$ cat src/rtl/afilt_pkg.sv
`timescale 1ns/1ps
package afilt_pkg;
  localparam int BYTE_W = 8;

  typedef enum logic [2:0] {
    SRC_REJECT  = 3'd0,
    SRC_PROMISC = 3'd1,
    SRC_MCAST   = 3'd2,
    SRC_BCAST   = 3'd3,
    SRC_CAM     = 3'd4
  } afilt_src_e;

  typedef struct packed {
    logic accept;
    logic reject;
    logic mcast;
    logic bcast;
  } afilt_res_t;
endpackage

$ cat src/rtl/afilt_store.sv
`timescale 1ns/1ps
module afilt_store #(
  parameter int ENTRIES     = 16,
  parameter int ADDR_BYTES  = 6,
  parameter int WORD_W      = 16,
  localparam int ADDR_W      = ADDR_BYTES * afilt_pkg::BYTE_W,
  localparam int ENTRY_WORDS = ADDR_W / WORD_W,
  localparam int PTR_W       = $clog2(ENTRIES),
  localparam int WSEL_W      = (ENTRY_WORDS > 1) ? $clog2(ENTRY_WORDS) : 1
) (
  input  logic                      clk,
  input  logic                      rst_n,
  input  logic                      busy,
  input  logic                      wr_en,
  input  logic [PTR_W-1:0]          wr_entry,
  input  logic [WSEL_W-1:0]         wr_word,
  input  logic [WORD_W-1:0]         wr_data,
  input  logic                      ena_wr_en,
  input  logic [ENTRIES-1:0]        ena_wr_data,
  input  logic                      rst_mode,
  input  logic [PTR_W-1:0]          rb_ptr,
  output logic [ENTRIES*ADDR_W-1:0] tbl_flat,
  output logic [ENTRIES-1:0]        ena_mask,
  output logic [ADDR_W-1:0]         rb_entry
);
  logic wr_ok;
  logic ena_ok;
  logic [ENTRIES-1:0] ena_d;
  logic [ENTRIES-1:0] ena_q;

  assign wr_ok  = wr_en & ~busy;
  assign ena_ok = ena_wr_en & ~busy;

  for (genvar e = 0; e < ENTRIES; e++) begin : g_ent
    for (genvar w = 0; w < ENTRY_WORDS; w++) begin : g_word
      logic             sel;
      logic [WORD_W-1:0] word_d;
      logic [WORD_W-1:0] word_q;

      assign sel = wr_ok && (wr_entry == PTR_W'(e)) && (wr_word == WSEL_W'(w));

      always_comb begin
        word_d = word_q;
        if (sel) word_d = wr_data;
      end

      always_ff @(posedge clk or negedge rst_n) begin
        if (!rst_n) word_q <= '0;
        else if (sel) word_q <= word_d;
      end

      assign tbl_flat[(e*ENTRY_WORDS + w)*WORD_W +: WORD_W] = word_q;
    end
  end

  always_comb begin
    ena_d = ena_q;
    if (ena_ok) ena_d = ena_wr_data;
  end

  always_ff @(posedge clk or negedge rst_n) begin
    if (!rst_n) ena_q <= '0;
    else if (ena_ok) ena_q <= ena_d;
  end

  assign ena_mask = ena_q;

  always_comb begin
    rb_entry = '0;
    if (rst_mode && (32'(rb_ptr) < ENTRIES))
      rb_entry = tbl_flat[32'(rb_ptr)*ADDR_W +: ADDR_W];
  end


  tbl_frozen_chk: assert property (@(posedge clk) disable iff (!rst_n)
    busy |=> ($stable(tbl_flat) && $stable(ena_q)));
endmodule

$ cat src/rtl/afilt_match.sv
`timescale 1ns/1ps
module afilt_match #(
  parameter int ENTRIES    = 16,
  parameter int ADDR_BYTES = 6,
  localparam int ADDR_W    = ADDR_BYTES * afilt_pkg::BYTE_W
) (
  input  logic [ENTRIES*ADDR_W-1:0] tbl_flat,
  input  logic [ENTRIES-1:0]        ena_mask,
  input  logic [ADDR_W-1:0]         addr,
  output logic                      cam_hit
);
  logic [ENTRIES-1:0] hit_vec;

  for (genvar e = 0; e < ENTRIES; e++) begin : g_cmp
    assign hit_vec[e] = ena_mask[e] && (tbl_flat[e*ADDR_W +: ADDR_W] == addr);
  end

  assign cam_hit = |hit_vec;
endmodule

$ cat src/rtl/afilt_decide.sv
`timescale 1ns/1ps
module afilt_decide #(
  parameter int ADDR_BYTES = 6,
  localparam int ADDR_W    = ADDR_BYTES * afilt_pkg::BYTE_W
) (
  input  logic                   clk,
  input  logic                   rst_n,
  input  logic                   dst_valid,
  input  logic [ADDR_W-1:0]      addr,
  input  logic                   mode_promisc,
  input  logic                   mode_all_mcast,
  input  logic                   mode_bcast,
  input  logic                   cam_hit,
  output logic                   res_valid,
  output afilt_pkg::afilt_res_t  res
);
  import afilt_pkg::*;

  afilt_src_e src;
  afilt_res_t res_d;
  afilt_res_t res_q;
  logic       valid_q;
  logic       grp_bit;

  assign grp_bit = addr[0];

  always_comb begin
    if (mode_promisc && !grp_bit)        src = SRC_PROMISC;
    else if (mode_all_mcast && grp_bit)  src = SRC_MCAST;
    else if (mode_bcast && (&addr))      src = SRC_BCAST;
    else if (cam_hit)                    src = SRC_CAM;
    else                                 src = SRC_REJECT;
  end

  always_comb begin
    res_d = '0;
    if (dst_valid) begin
      case (src)
        SRC_PROMISC: res_d.accept = 1'b1;
        SRC_CAM:     res_d.accept = 1'b1;
        SRC_MCAST:   begin res_d.accept = 1'b1; res_d.mcast = 1'b1; end
        SRC_BCAST:   begin res_d.accept = 1'b1; res_d.bcast = 1'b1; end
        default:     res_d.reject = 1'b1;
      endcase
    end
  end

  always_ff @(posedge clk or negedge rst_n) begin
    if (!rst_n) begin
      valid_q <= 1'b0;
      res_q   <= '0;
    end else begin
      valid_q <= dst_valid;
      res_q   <= res_d;
    end
  end

  assign res_valid = valid_q;
  assign res       = res_q;


  valid_follow_chk: assert property (@(posedge clk) disable iff (!rst_n)
    dst_valid |=> res_valid);

  one_verdict_chk: assert property (@(posedge clk) disable iff (!rst_n)
    res_valid |-> ($countones({res.accept, res.reject}) == 1));

  class_excl_chk: assert property (@(posedge clk) disable iff (!rst_n)
    $onehot0({res.mcast, res.bcast}));

  promisc_accept_chk: assert property (@(posedge clk) disable iff (!rst_n)
    (dst_valid && mode_promisc && !addr[0]) |=> (res.accept && !res.mcast && !res.bcast));

  mcast_first_chk: assert property (@(posedge clk) disable iff (!rst_n)
    (dst_valid && mode_all_mcast && addr[0]) |=> (res.mcast && !res.bcast));
endmodule

$ cat src/rtl/eth_addr_filter.sv
`timescale 1ns/1ps
module eth_addr_filter #(
  parameter int ENTRIES    = 16,
  parameter int ADDR_BYTES = 6,
  parameter int WORD_W     = 16,
  localparam int ADDR_W      = ADDR_BYTES * 8,
  localparam int ENTRY_WORDS = ADDR_W / WORD_W,
  localparam int PTR_W       = $clog2(ENTRIES),
  localparam int WSEL_W      = (ENTRY_WORDS > 1) ? $clog2(ENTRY_WORDS) : 1
) (
  input  logic              clk,
  input  logic              rst_n,
  input  logic              dst_valid,
  input  logic [ADDR_W-1:0] dst_addr,
  input  logic              mode_promisc,
  input  logic              mode_all_mcast,
  input  logic              mode_bcast,
  input  logic              tbl_wr_en,
  input  logic [PTR_W-1:0]  tbl_wr_entry,
  input  logic [WSEL_W-1:0] tbl_wr_word,
  input  logic [WORD_W-1:0] tbl_wr_data,
  input  logic              ena_wr_en,
  input  logic [ENTRIES-1:0] ena_wr_data,
  input  logic              rst_mode,
  input  logic [PTR_W-1:0]  rb_ptr,
  output logic [WORD_W-1:0] rb_word0,
  output logic [WORD_W-1:0] rb_word1,
  output logic [WORD_W-1:0] rb_word2,
  output logic              res_valid,
  output logic              res_accept,
  output logic              res_reject,
  output logic              res_mcast,
  output logic              res_bcast
);
  logic [1:0]                rst_sync_q;
  logic                      rst_n_int;
  logic [ENTRIES*ADDR_W-1:0] tbl_flat;
  logic [ENTRIES-1:0]        ena_mask;
  logic [ADDR_W-1:0]         rb_entry;
  logic                      cam_hit;
  afilt_pkg::afilt_res_t     res;

  always_ff @(posedge clk or negedge rst_n) begin
    if (!rst_n) rst_sync_q <= '0;
    else        rst_sync_q <= {rst_sync_q[0], 1'b1};
  end
  assign rst_n_int = rst_sync_q[1];

  afilt_store #(.ENTRIES(ENTRIES), .ADDR_BYTES(ADDR_BYTES), .WORD_W(WORD_W)) i_store (
    .clk        (clk),
    .rst_n      (rst_n_int),
    .busy       (dst_valid),
    .wr_en      (tbl_wr_en),
    .wr_entry   (tbl_wr_entry),
    .wr_word    (tbl_wr_word),
    .wr_data    (tbl_wr_data),
    .ena_wr_en  (ena_wr_en),
    .ena_wr_data(ena_wr_data),
    .rst_mode   (rst_mode),
    .rb_ptr     (rb_ptr),
    .tbl_flat   (tbl_flat),
    .ena_mask   (ena_mask),
    .rb_entry   (rb_entry)
  );

  afilt_match #(.ENTRIES(ENTRIES), .ADDR_BYTES(ADDR_BYTES)) i_match (
    .tbl_flat(tbl_flat),
    .ena_mask(ena_mask),
    .addr    (dst_addr),
    .cam_hit (cam_hit)
  );

  afilt_decide #(.ADDR_BYTES(ADDR_BYTES)) i_decide (
    .clk           (clk),
    .rst_n         (rst_n_int),
    .dst_valid     (dst_valid),
    .addr          (dst_addr),
    .mode_promisc  (mode_promisc),
    .mode_all_mcast(mode_all_mcast),
    .mode_bcast    (mode_bcast),
    .cam_hit       (cam_hit),
    .res_valid     (res_valid),
    .res           (res)
  );

  assign rb_word0   = rb_entry[0*WORD_W +: WORD_W];
  assign rb_word1   = rb_entry[1*WORD_W +: WORD_W];
  assign rb_word2   = rb_entry[2*WORD_W +: WORD_W];
  assign res_accept = res.accept;
  assign res_reject = res.reject;
  assign res_mcast  = res.mcast;
  assign res_bcast  = res.bcast;


  rb_hidden_chk: assert property (@(posedge clk) disable iff (!rst_n_int)
    !rst_mode |-> (rb_word0 == '0 && rb_word1 == '0 && rb_word2 == '0));
endmodule

$ cat config.mk
export PLATFORM = sky130hd
export DESIGN_NAME = eth_addr_filter
export DESIGN_NICKNAME = d
export VERILOG_FILES = /design/src/rtl/afilt_pkg.sv /design/src/rtl/afilt_store.sv /design/src/rtl/afilt_match.sv /design/src/rtl/afilt_decide.sv /design/src/rtl/eth_addr_filter.sv
export SDC_FILE = /design/constraint.sdc
export NUM_CORES = 2
export LEC_CHECK = 0
export CAP_MARGIN = 0
export CORE_ASPECT_RATIO = 1.1
export CORE_MARGIN = 8
export CORE_UTILIZATION = 40
export CTS_BUF_LIST = sky130_fd_sc_hd__clkbuf_4
export DETAILED_ROUTE_END_ITERATION = 8
export SKIP_CTS_REPAIR_TIMING = 1
export SLEW_MARGIN = 20
export SYNTH_ARGS = -nofsm -noshare
export SYNTH_HDL_FRONTEND = slang
export SYNTH_SLANG_ARGS = --single-unit
$ cat constraint.sdc
create_clock -name clk -period 30.1 [get_ports clk]
set_input_delay 3.01 -clock clk [delete_from_list [all_inputs] [get_ports clk]]
set_output_delay 3.01 -clock clk [all_outputs]
set_load 0.03 [all_outputs]
==> key figures <==
Job
  – Max_cap viols: 0

Detailed routing
  – Final ANT Viol Nets: 0
  – 1st-iter DRT viols: 5,678
  – DRC violations left: 0
  – WL final: 248,000 µm
  – Uppermost routed layer: met5
  – Met2 Routed Length: 103,000 µm
  – Routed wire per std cell: 47.4 µm
  – Via count: 34.8k
  – Drt pass-1 iters: 8
  – Vias per std cell: 6.67
  – Wire length on met1: 88,400 µm
  – Met3 wire len: 30,800 µm

Power and ir drop
  – Clock share of power: 34.9%
  – Comb pwr share: 19.4%
  – Worst ir drop on vdd: 0.0000319 V
  – Net switching power: 1.01 mW
  – Static leakage: 22.5 nW
  – Sw Ratio: 35.1%
  – Pwr dens: 57.0 nW/µm²
  – Flop pwr share: 45.6%
  – Pint: 1.87 mW
  – Pwr Total: 2.88 mW

Cells and area
  – Layout net count: 3,657
  – Layout cells sized above 1: 33.3%
  – Area Growth Syn to Fin: 11.9%
  – Filler cell count in the final layout: 10.4k
  – Register Area: 19,800 µm²
  – Fin area: 50,500 µm²
  – Area of the multi-input gates: 23,600 µm²
  – Finished Layout Cells: 5,226
  – Final core area utilization: 45.0%

Clocking
  – H-tree levels: 4
  – CTS Buf Count: 219
  – Worst-path clk slew: 70 ps
  – Clk Latency, worst-skew pair: 1330 ps
  – CTS tree: done
  – Clock buffer depth: 3
  – Sink Count: 791
  – Root buf cell: clkbuf_4

Global routing
  – Total GRT Usage: 39.6%
  – Number of global-route vias before repair: 33.6k
  – Grt total ovfl: 0
  – Largest net degree at the start of global routing: 132
  – Initial antenna violation count: 36
  – First-pass GRT wire length: 326,000 µm

STA
  – RSZ-0062 raised after global routing: no
  – Setup TNS: 0 ps
  – Final Hold Fails: 0
  – Tmin final: 9540 ps
  – Final Max Tran Viols: 0
  – Clock skew: 80.3 ps
  – Slew @ Worst Pin: 1220 ps
  – Final period util: 31.7%
  – Max-slew headroom: 18.8%
  – Worst Slack Setup Final: 20,560 ps
  – Worst hold slack: 341 ps
  – Setup violators final: 0
  – Fmax: 105 MHz

Critical path
  – Critical path type: in -> out
  – CP Capture Type: primary output
  – CP required: 27,090 ps
  – CP arrival: 6530 ps
  – Crit Path Max Fanout: 74
  – CP startpoint kind: input port

Place
  – Pre-CTS setup slack: 20,580 ps
  – I/O Buffers: 151
  – DP Wirelength: 181,000 µm
  – Area after DPL: 47,700 µm²
  – Post-Place Cells: 4,843
  – Gpl congestion: 1.11

Logic synthesis
  – Top cell type's share of synthesized area: 43.9%
  – Netlist cell types: 54
  – Post-synth ARST share: 100%
  – Syn nets: 3,470
  – Synth Flop Type: dfrtp_1
  – Post-Syn Area: 45,100 µm²
  – Count leader, synth: dfrtp_1
  – Post-synth EDFFs: 0
  – Yosys warnings: 0
  – Cells after synthesis: 3,371
  – Avg Inst Size Synth: 13.4 µm²
  – Post-synth top cells: dfrtp_1 (791), mux2_2 (477), xnor2_1 (430)
  – Top cells by area, synth: dfrtp_1 (44%), mux4_2 (12%), mux2_2 (12%)
  – Sequential area share after synthesis: 43.9%
  – Yosys top cell by area: dfrtp_1
  – Synthesized flop and latch total: 791

Die
  – Die H: 368 µm
  – Die ar.: 124,000 µm²
  – FP Rows: 129
  – Initial Util: 40.2%
  – Area of the core: 112,000 µm²
  – IO Count: 152
  – Chip Width: 336 µm

Outcome
  – Outcome: finished clean

Hold path
  – Hold Path Class: reg -> async
per-layer routing:
metal | up-vias | GRT usage [%]
met5 | - | 0
met2 | 2956 | 55.9
met4 | 16 | 31.1
met1 | 18277 | 48.1
met3 | 839 | 15.4
li1 | 12759 | -
power groups by stage:
| stage | clock, mW | sequential (mW) | combinational (mW) |
|---|---|---|---|
| floorplan | 0 | 1.25 | 0.311 |
| global placement | 0 | 1.32 | 0.530 |
| detailed placement | 0 | 1.32 | 0.533 |
| CTS | 1.01 | 1.30 | 0.535 |
| global route | 1.07 | 1.31 | 0.563 |
| finish | 1.00 | 1.31 | 0.559 |
critical path: stages:
cell and delay (ps):
buf_8 530, buf_4 870, mux4_2 510, mux4_2 540, and2_1 180, clkdlybuf4s50_1 590
area by class of cell:
cell class / instances / share of cell area (%)
diodes: 18 / 0.0893
clock buffers: 313 / 4.66
clock inverters: 52 / 0.620
inverters: 54 / 0.402
multi-input cells: 2235 / 46.8
flip-flops and latches: 791 / 39.2
well taps: 1506 / 3.73
repair buffers: 257 / 4.46
cells in the final DEF, fill, tap and decap left out, types with 18 or more instances in the layout:
cell type        synthesis  routed
mux4_2                 240     240
buf_4                   73     104
nand4_1                132     132
mux2_2                 477     477
inv_1                   38      38
dfrtp_1                791     790
xnor2_1                430     422
clkinv_1                 1      39
mux2_1                 299     299
nand3_1                 20      20
clkbuf_4                 0     313
diode_2                  0      18
xor2_1                 257     255
nor4_1                  90      88
o22ai_1                 22      22
nand2_1                 51      44
buf_2                   59      20
and2_1                  49      49
clkdlybuf4s50_1          0     128
state kept, by name, indices dropped and copies added (netlist names):
name,count
i_store.g_ent.g_word.word_q,768
rst_sync_q,2
i_decide.res_valid,1
i_store.ena_mask,16
i_decide.res,4
path summary, 6_finish.rpt:
| check | start | slack, ps | cells after the start | end |
|---|---|---|---|---|
| max | rb_ptr[1] | 20560 | 6 | rb_word1[0] |
| max reg2reg | rst_sync_q[1]$_DFF_PN0_ | 26640 | 3 | i_store.g_ent[7].g_word[1].word_q[3]$_DFFE_PN0P_ |
| min in group clk | rst_sync_q[0]$_DFF_PN0_ | 350 | 0 | rst_sync_q[1]$_DFF_PN0_ |
| min reg2reg | rst_sync_q[1]$_DFF_PN0_ | 340 | 0 | i_store.g_ent[13].g_word[1].word_q[9]$_DFFE_PN0P_ |
| min | rst_sync_q[1]$_DFF_PN0_ | 340 | 0 | i_store.g_ent[13].g_word[1].word_q[9]$_DFFE_PN0P_ |
| max in group asynchronous | rst_sync_q[1]$_DFF_PN0_ | 26640 | 3 | i_store.g_ent[7].g_word[1].word_q[3]$_DFFE_PN0P_ |
cell families after synthesis:
kind of cell           Yosys count  synth area share, %
multiplexers                  1017                 31.4
buffers and inverters          345                 4.19
XOR/XNOR                       687                 13.3
AO/OA/AOI/OAI                  101                 1.68
flip-flops                     791                 43.9
AND/OR/NAND/NOR                429                 5.49
other                            1              0.00832
Power figures use the tool's default switching activity.
